**src/rtl/mri_pkg.sv**
```systemverilog
// Shared types for the memory-reference executor.
// Assumes a 3-bit opcode field; values 6 and 7 are not operations of this block.
package mri_pkg;

    localparam int OPC_W = 3;
    localparam int CYC_W = 2;

    typedef enum logic [OPC_W-1:0] {
        OP_AND = 3'd0,
        OP_TAD = 3'd1,
        OP_ISZ = 3'd2,
        OP_DCA = 3'd3,
        OP_JMS = 3'd4,
        OP_JMP = 3'd5
    } op_e;

    typedef enum logic [2:0] {
        ST_IDLE,
        ST_READ,
        ST_EXEC,
        ST_WRITE,
        ST_JUMP
    } st_e;

endpackage

```
**src/rtl/mri_seq.sv**
```systemverilog
// Sequencer: steps one operation through read, execute, write or jump states.
// Assumes the caller latches opcode/address on accept_op and supplies the latched op.
module mri_seq
    import mri_pkg::*;
(
    input  logic             clk,
    input  logic             rst_n,
    input  logic             start,
    input  logic             irq,
    input  logic [OPC_W-1:0] opcode,
    input  logic [OPC_W-1:0] op_q,
    output st_e              state,
    output logic             accept_op,
    output logic             accept_irq,
    output logic             commit
);

    st_e  state_nx;
    logic idle;
    logic legal;

    // Decode acceptance of new work from the idle state.
    always_comb begin
        idle       = (state == ST_IDLE);
        legal      = (opcode <= OPC_W'(OP_JMP));
        accept_irq = idle && irq;
        accept_op  = idle && start && !irq && legal;
    end

    // Choose the next state and flag the cycle that commits results.
    always_comb begin
        state_nx = state;
        commit   = 1'b0;
        case (state)
            ST_IDLE: begin
                if (accept_irq) begin
                    state_nx = ST_WRITE;
                end else if (accept_op) begin
                    case (opcode)
                        OPC_W'(OP_AND), OPC_W'(OP_TAD), OPC_W'(OP_ISZ): state_nx = ST_READ;
                        OPC_W'(OP_DCA), OPC_W'(OP_JMS):                 state_nx = ST_WRITE;
                        default:                                         state_nx = ST_JUMP;
                    endcase
                end
            end
            ST_READ: state_nx = ST_EXEC;
            ST_EXEC: begin
                if (op_q == OPC_W'(OP_ISZ)) begin
                    state_nx = ST_WRITE;
                end else begin
                    state_nx = ST_IDLE;
                    commit   = 1'b1;
                end
            end
            ST_WRITE: begin
                state_nx = ST_IDLE;
                commit   = 1'b1;
            end
            ST_JUMP: begin
                state_nx = ST_IDLE;
                commit   = 1'b1;
            end
            default: state_nx = ST_IDLE;
        endcase
    end

    // State register with synchronous active-low reset.
    always_ff @(posedge clk) begin
        if (!rst_n) begin
            state <= ST_IDLE;
        end else begin
            state <= state_nx;
        end
    end

endmodule

```
**src/rtl/mri_alu.sv**
```systemverilog
// Data path: accumulator/link results and the memory increment value.
// Assumes rdata is valid only in the execute state; callers ignore it elsewhere.
module mri_alu
    import mri_pkg::*;
#(
    parameter int W = 12
) (
    input  logic [OPC_W-1:0] op,
    input  logic [W-1:0]     ac,
    input  logic             lnk,
    input  logic [W-1:0]     rdata,
    output logic [W-1:0]     ac_nx,
    output logic             lnk_nx,
    output logic [W-1:0]     inc_val,
    output logic             inc_zero
);

    logic [W:0] sum;

    // Compute the accumulator and link outcome for the current op.
    always_comb begin
        sum    = {1'b0, ac} + {1'b0, rdata};
        ac_nx  = ac;
        lnk_nx = lnk;
        case (op)
            OPC_W'(OP_AND): ac_nx = ac & rdata;
            OPC_W'(OP_TAD): begin
                ac_nx  = sum[W-1:0];
                lnk_nx = lnk ^ sum[W];
            end
            OPC_W'(OP_DCA): ac_nx = '0;
            default: ac_nx = ac;
        endcase
    end

    // Memory word plus one, and its zero test for the skip decision.
    always_comb begin
        inc_val  = rdata + W'(1);
        inc_zero = (inc_val == '0);
    end

endmodule

```
**src/rtl/mri_pc_next.sv**
```systemverilog
// Program counter successor selection for every operation and the interrupt.
// Assumes pc holds the address of the operation being executed.
module mri_pc_next
    import mri_pkg::*;
#(
    parameter int W       = 12,
    parameter int IRQ_VEC = 1
) (
    input  logic [OPC_W-1:0] op,
    input  logic [W-1:0]     pc,
    input  logic [W-1:0]     ea,
    input  logic             skip,
    input  logic             is_irq,
    output logic [W-1:0]     pc_nx,
    output logic [W-1:0]     pc_inc
);

    localparam logic [W-1:0] VEC = W'(IRQ_VEC);

    // Select the next program counter value, all sums modulo 2^W.
    always_comb begin
        pc_inc = pc + W'(1);
        if (is_irq) begin
            pc_nx = VEC;
        end else begin
            case (op)
                OPC_W'(OP_JMP): pc_nx = ea;
                OPC_W'(OP_JMS): pc_nx = ea + W'(1);
                OPC_W'(OP_ISZ): pc_nx = skip ? pc + W'(2) : pc_inc;
                default:        pc_nx = pc_inc;
            endcase
        end
    end

endmodule

```
**src/rtl/mri_exec.sv**
```systemverilog
// Top: executes one memory-reference operation per start pulse, or an interrupt entry.
// Assumes a synchronous memory whose read data arrives the cycle after mem_rd.
module mri_exec
    import mri_pkg::*;
#(
    parameter int W         = 12,
    parameter int SAVE_ADDR = 0,
    parameter int IRQ_VEC   = 1
) (
    input  logic             clk,
    input  logic             rst_n,
    input  logic             start,
    input  logic [2:0]       opcode,
    input  logic [W-1:0]     eff_addr,
    input  logic             indirect,
    input  logic             irq,
    output logic             busy,
    output logic             done,
    output logic [1:0]       instr_cycles,
    output logic [W-1:0]     acc,
    output logic             link,
    output logic [W-1:0]     prog_ctr,
    output logic [W-1:0]     mem_addr,
    output logic             mem_rd,
    output logic             mem_wr,
    output logic [W-1:0]     mem_wdata,
    input  logic [W-1:0]     mem_rdata
);

    localparam logic [W-1:0] SAVE = W'(SAVE_ADDR);

    st_e              state;
    logic             accept_op;
    logic             accept_irq;
    logic             commit;
    logic [OPC_W-1:0] op_q;
    logic [W-1:0]     ea_q;
    logic             ind_q;
    logic             irq_q;
    logic             zero_q;
    logic [W-1:0]     wdata_q;
    logic [W-1:0]     ac_nx;
    logic             lnk_nx;
    logic [W-1:0]     inc_val;
    logic             inc_zero;
    logic [W-1:0]     pc_nx;
    logic [W-1:0]     pc_inc;
    logic [CYC_W-1:0] cyc_calc;

    mri_seq u_seq (
        .clk        (clk),
        .rst_n      (rst_n),
        .start      (start),
        .irq        (irq),
        .opcode     (opcode),
        .op_q       (op_q),
        .state      (state),
        .accept_op  (accept_op),
        .accept_irq (accept_irq),
        .commit     (commit)
    );

    mri_alu #(.W(W)) u_alu (
        .op       (op_q),
        .ac       (acc),
        .lnk      (link),
        .rdata    (mem_rdata),
        .ac_nx    (ac_nx),
        .lnk_nx   (lnk_nx),
        .inc_val  (inc_val),
        .inc_zero (inc_zero)
    );

    mri_pc_next #(.W(W), .IRQ_VEC(IRQ_VEC)) u_pc (
        .op     (op_q),
        .pc     (prog_ctr),
        .ea     (ea_q),
        .skip   (zero_q),
        .is_irq (irq_q),
        .pc_nx  (pc_nx),
        .pc_inc (pc_inc)
    );

    // Memory port and status driven from registered state.
    always_comb begin
        busy      = (state != ST_IDLE);
        mem_rd    = (state == ST_READ);
        mem_wr    = (state == ST_WRITE);
        mem_addr  = (irq_q && state == ST_WRITE) ? SAVE : ea_q;
        mem_wdata = wdata_q;
    end

    // Architectural memory-cycle count for the operation in flight.
    always_comb begin
        if (irq_q) begin
            cyc_calc = CYC_W'(1);
        end else begin
            cyc_calc = ((op_q == OPC_W'(OP_JMP)) ? CYC_W'(1) : CYC_W'(2)) + CYC_W'(ind_q);
        end
    end

    // Latch operands, stage write data and commit architectural state.
    always_ff @(posedge clk) begin
        if (!rst_n) begin
            op_q         <= '0;
            ea_q         <= '0;
            ind_q        <= 1'b0;
            irq_q        <= 1'b0;
            zero_q       <= 1'b0;
            wdata_q      <= '0;
            acc          <= '0;
            link         <= 1'b0;
            prog_ctr     <= '0;
            done         <= 1'b0;
            instr_cycles <= '0;
        end else begin
            done <= 1'b0;
            if (accept_irq) begin
                irq_q   <= 1'b1;
                ind_q   <= 1'b0;
                wdata_q <= prog_ctr;
            end else if (accept_op) begin
                irq_q   <= 1'b0;
                op_q    <= opcode;
                ea_q    <= eff_addr;
                ind_q   <= indirect;
                wdata_q <= (opcode == OPC_W'(OP_DCA)) ? acc : pc_inc;
            end
            if (state == ST_EXEC) begin
                wdata_q <= inc_val;
                zero_q  <= inc_zero;
            end
            if (commit) begin
                done         <= 1'b1;
                instr_cycles <= cyc_calc;
                prog_ctr     <= pc_nx;
                if (!irq_q) begin
                    acc  <= ac_nx;
                    link <= lnk_nx;
                end
            end
        end
    end

endmodule

```
**config.mk**
```make
export PLATFORM = sky130hd
export DESIGN_NAME = mri_exec
export DESIGN_NICKNAME = d
export VERILOG_FILES = /design/src/rtl/mri_pkg.sv /design/src/rtl/mri_seq.sv /design/src/rtl/mri_alu.sv /design/src/rtl/mri_pc_next.sv /design/src/rtl/mri_exec.sv
export SDC_FILE = /design/constraint.sdc
export NUM_CORES = 1
export LEC_CHECK = 0
export ABC_AREA = 0
export BUFFER_PORTS_ARGS = -buffer_cell sky130_fd_sc_hd__buf_4
export CORE_UTILIZATION = 55
export DETAILED_ROUTE_END_ITERATION = 6
export HOLD_SLACK_MARGIN = 0.1
export PLACE_DENSITY = 0.86
export SLEW_MARGIN = 20
export SYNTH_ARGS = -nofsm -noshare
export SYNTH_HDL_FRONTEND = slang
export SYNTH_SLANG_ARGS = --single-unit
```
**constraint.sdc**
```tcl
create_clock -name clk -period 2.5 [get_ports clk]
set_input_delay 0.375 -clock clk [delete_from_list [all_inputs] [get_ports clk]]
set_output_delay 0.375 -clock clk [all_outputs]
set_load 0.01 [all_outputs]
```
==> metrics.md <==
| Metric | Value |
|---|---|
| Status | `finished clean` |
| Synth Net Count | `663` |
| Crit path arrival time | `~2.0 ns` |
| Post-synth EDFFs | `0` |
| Row cnt | `33` |
| CTS tree | `done` |
| Leak | `between 0.002 and 0.0025 uW` |
| Max-cap viol count | `0` |
| Worst hold path type | `in -> reg` |
| DR pass1 iterations | `6` |
| DRT met1 WL | `between 6 and 7 mm` |
| Fmax | `426 MHz` |
| Share of layout cells above drive strength 1 | `between 20% and 30%` |
| Initial Util | `between 50% and 60%` |
| Slew @ Worst Pin | `0.603 ns` |
| Final core occ | `67.7%` |
| Vias in the first global route | `4854` |
| Clk sinks | `61` |
| Root Driver | `clkbuf_8` |
| Critical path fanouts, max | `12` |
| Number of distinct library cells after synthesis | `81` |
| CTS Buf Count | `9` |
| Die area | `8940 um^2` |
| Final setup fails | `0` |
| Setup slack, reg-to-reg | `roughly 0.22 ns` |
| Required @ worst endpoint | `2.12 ns` |
| Worst R2R Path Depth | `7` |
| Fin nets | `736` |
| Post-CTS setup buffers | `0` |
| Top Metal Used | `met4` |
| Cts repair resizes | `0` |
| GR Util All Layers | `roughly 34%` |
| Cells after synthesis | `612` |
| Seq pwr share | `about 39%` |
| Register area share after synthesis | `~26%` |
| Via count | `5224` |
| FFs w/ async S/R, synth | `0%` |
| Kind of end point of the critical path | `output pin` |
| PortBufs | `86` |
| Antenna diodes | `0` |
| P_sw | `~1200 uW` |
| First-pass GRT wire length | `23.9 mm` |
| Layout Skew | `0.0123 ns` |
| CTS Hold Bufs | `0` |
| Slew headroom | `59.7%` |
| Routed wl met3 | `roughly 1.3 mm` |
| Max Slew Vio Count | `0` |
| Pwr dens | `559 nW/um^2` |
| Seq cells post-synth | `just over 60` |
| RSZ-0062 raised after global routing | `false` |
| Clk_lat worst skew | `0.35 ns` |
| Min Tclk post-route | `between 2 and 2.5 ns` |
| Hold path endpoint | `ind_q$_SDFFE_PP0P_` |
| H-tree depth | `3` |
| Non-filler cells, final | `between 700 and 800` |
| Crit path launch type | `flop` |
| Largest net degree at the start of global routing | `29` |
| Reg2reg start | `prog_ctr[1]$_SDFFE_PN0P_` |
| Hold Path Depth | `3` |
| Logic pwr share | `35.6%` |
| Die width | `94.6 um` |
| RePlAce Congestion | `~0.94` |
| Via density | `6.59` |
| Clock share of power | `25.4%` |
| Core ar. | `8260 um^2` |
| Worst setup startpoint | `u_seq.state[1]$_SDFFE_PN0P_` |
| Routed WL | `14.7 mm` |
| Mapped Avg Cell Area | `~7.7 um^2` |
| Initial antenna violation count | `0` |
| Top-count cell post-synth | `nand2_1` |
| Period utilization | `93.9%` |
| Synth top cells by count | `nand2_1, dfxtp_1, a21oi_1` |
| Detailed Route Iter0 Violations | `429` |
| Hold slack final | `0.276 ns` |
| Yosys top cell area share | `25.9%` |
| IO Count | `87` |
| Reg-to-Reg End | `prog_ctr[8]$_SDFFE_PN0P_` |
| Setup_tns | `0 ns` |
| Area growth syn-to-layout | `18.7%` |
| Sw Share | `37.2%` |
| Synth Flop Type | `dfxtp_1` |
| Final hold viol count | `0` |
| Hold wc startpoint | `indirect` |
| Post-Syn Area | `4710 um^2` |
| Met2 routed WL | `between 6 and 7 mm` |
| Ranking of synthesized cells by area | `dfxtp_1, nand2_1, ha_1` |
| Antenna viol nets, final | `0` |
| Clock Tree Buf Depth | `2` |
| Max VDD drop | `about 410 uV` |
| Congestion Overflow GR | `0` |
| DP HPWL | `10.9 mm` |
| Inst Count DP | `779` |
| CTS clock-pin slew for the worst setup and hold paths | `0.06 ns` |
| Ys Warns | `0` |
| Critical path class | `reg -> out` |
| Synth area leader | `dfxtp_1` |
| Int Pwr | `1960 uW` |
| Drc violations | `0` |
| Die Ht | `94.6 um` |
| Routed wire per std cell | `roughly 19 um` |
power by group through the flow:
stage | logic (uW) | registers (uW) | clock network [uW]
finish | 1110 | 1220 | 794
global route | 1210 | 1230 | 847
CTS | 1090 | 1210 | 783
detailed placement | 1080 | 1230 | 0
global placement | 1060 | 1230 | 0
floorplan | 683 | 1210 | 0
logic make-up after synthesis:
group	Yosys count	share of synthesized area, %
AOI/OAI and AO/OA	206	30.5
muxes	3	0.664
adders and majority gates	19	5.20
buffers and inverters	53	5.23
and+or+nand+nor	238	26.5
xor gates and xnor gates	32	5.95
DFF	61	25.9
layer usage:
metal,vias to the layer above,track usage [%]
met5,-,0
met4,0,12.9
met3,54,8.62
met2,299,54.4
met1,2459,44.3
li1,2412,-
metrics by stage:
stage | power, uW | area [um^2] | worst slack [ns]
finish | 3120 | 5590 | 0.153
detailed placement | 2320 | 5430 | 0.141
global route | 3290 | 5590 | 0.0511
global placement | 2290 | 5430 | 0.196
CTS | 3090 | 5590 | 0.161
floorplan | 1890 | 4710 | 0.372
how the worst max path moves through the flow:
| stage | endpoint | slack (ns) | depth (start not counted) |
|---|---|---|---|
| 3_3_place_gp | acc[8]$_SDFFE_PN0P_ | 0.20 | 10 |
| 6_report | mem_addr[2] | 0.15 | 5 |
| 5_1_grt | mem_addr[2] | 0.05 | 5 |
| 3_5_place_dp | acc[10]$_SDFFE_PN0P_ | 0.14 | 9 |
| 2_1_floorplan | acc[10]$_SDFFE_PN0P_ | 0.37 | 8 |
| 4_1_cts | mem_addr[2] | 0.16 | 5 |
critical path: stages (launching register included):
cell and delay (ns):
dfxtp_1 0.56, nor2b_1 0.22, and2_1 0.20, nand2_1 0.22, and2_1 0.28, buf_4 0.15
flip-flops by register name, indices dropped and copies added, names as in the netlist:
name / flops
link: 1
u_seq.state: 3
acc: 12
irq_q: 1
instr_cycles: 2
zero_q: 1
ea_q: 12
mem_wdata: 12
ind_q: 1
op_q: 3
done: 1
prog_ctr: 12
layout by cell type (no fill, tap or decap), types with 5 or more instances in the layout:
cell	synthesis	routed
buf_4	3	106
nand2_1	88	88
dfxtp_1	61	61
a21oi_1	44	44
o21ai_0	41	41
nor2_1	38	38
and2_1	18	18
nand3_1	18	18
a21boi_0	18	18
ha_1	18	18
xor2_1	17	17
xnor2_1	15	15
nor3_1	13	13
a22oi_1	12	12
o221ai_1	12	12
nand4_1	11	11
a31oi_1	11	11
clkbuf_8	0	11
nor2b_1	9	9
inv_1	8	8
a211oi_1	7	7
o211a_1	7	7
nor3b_1	6	6
a21o_1	5	5
a221oi_1	5	5
area by class of cell:
class,instances,area (um^2)
inverter,9,33.8
clock buffer,12,155
sequential,61,1220
fill,722,2670
tap,105,131
timing repair buffer,106,796
multi-input combinational,498,3240
clock inverter,2,10.0
No activity file was read; power rests on OpenSTA's default activity.
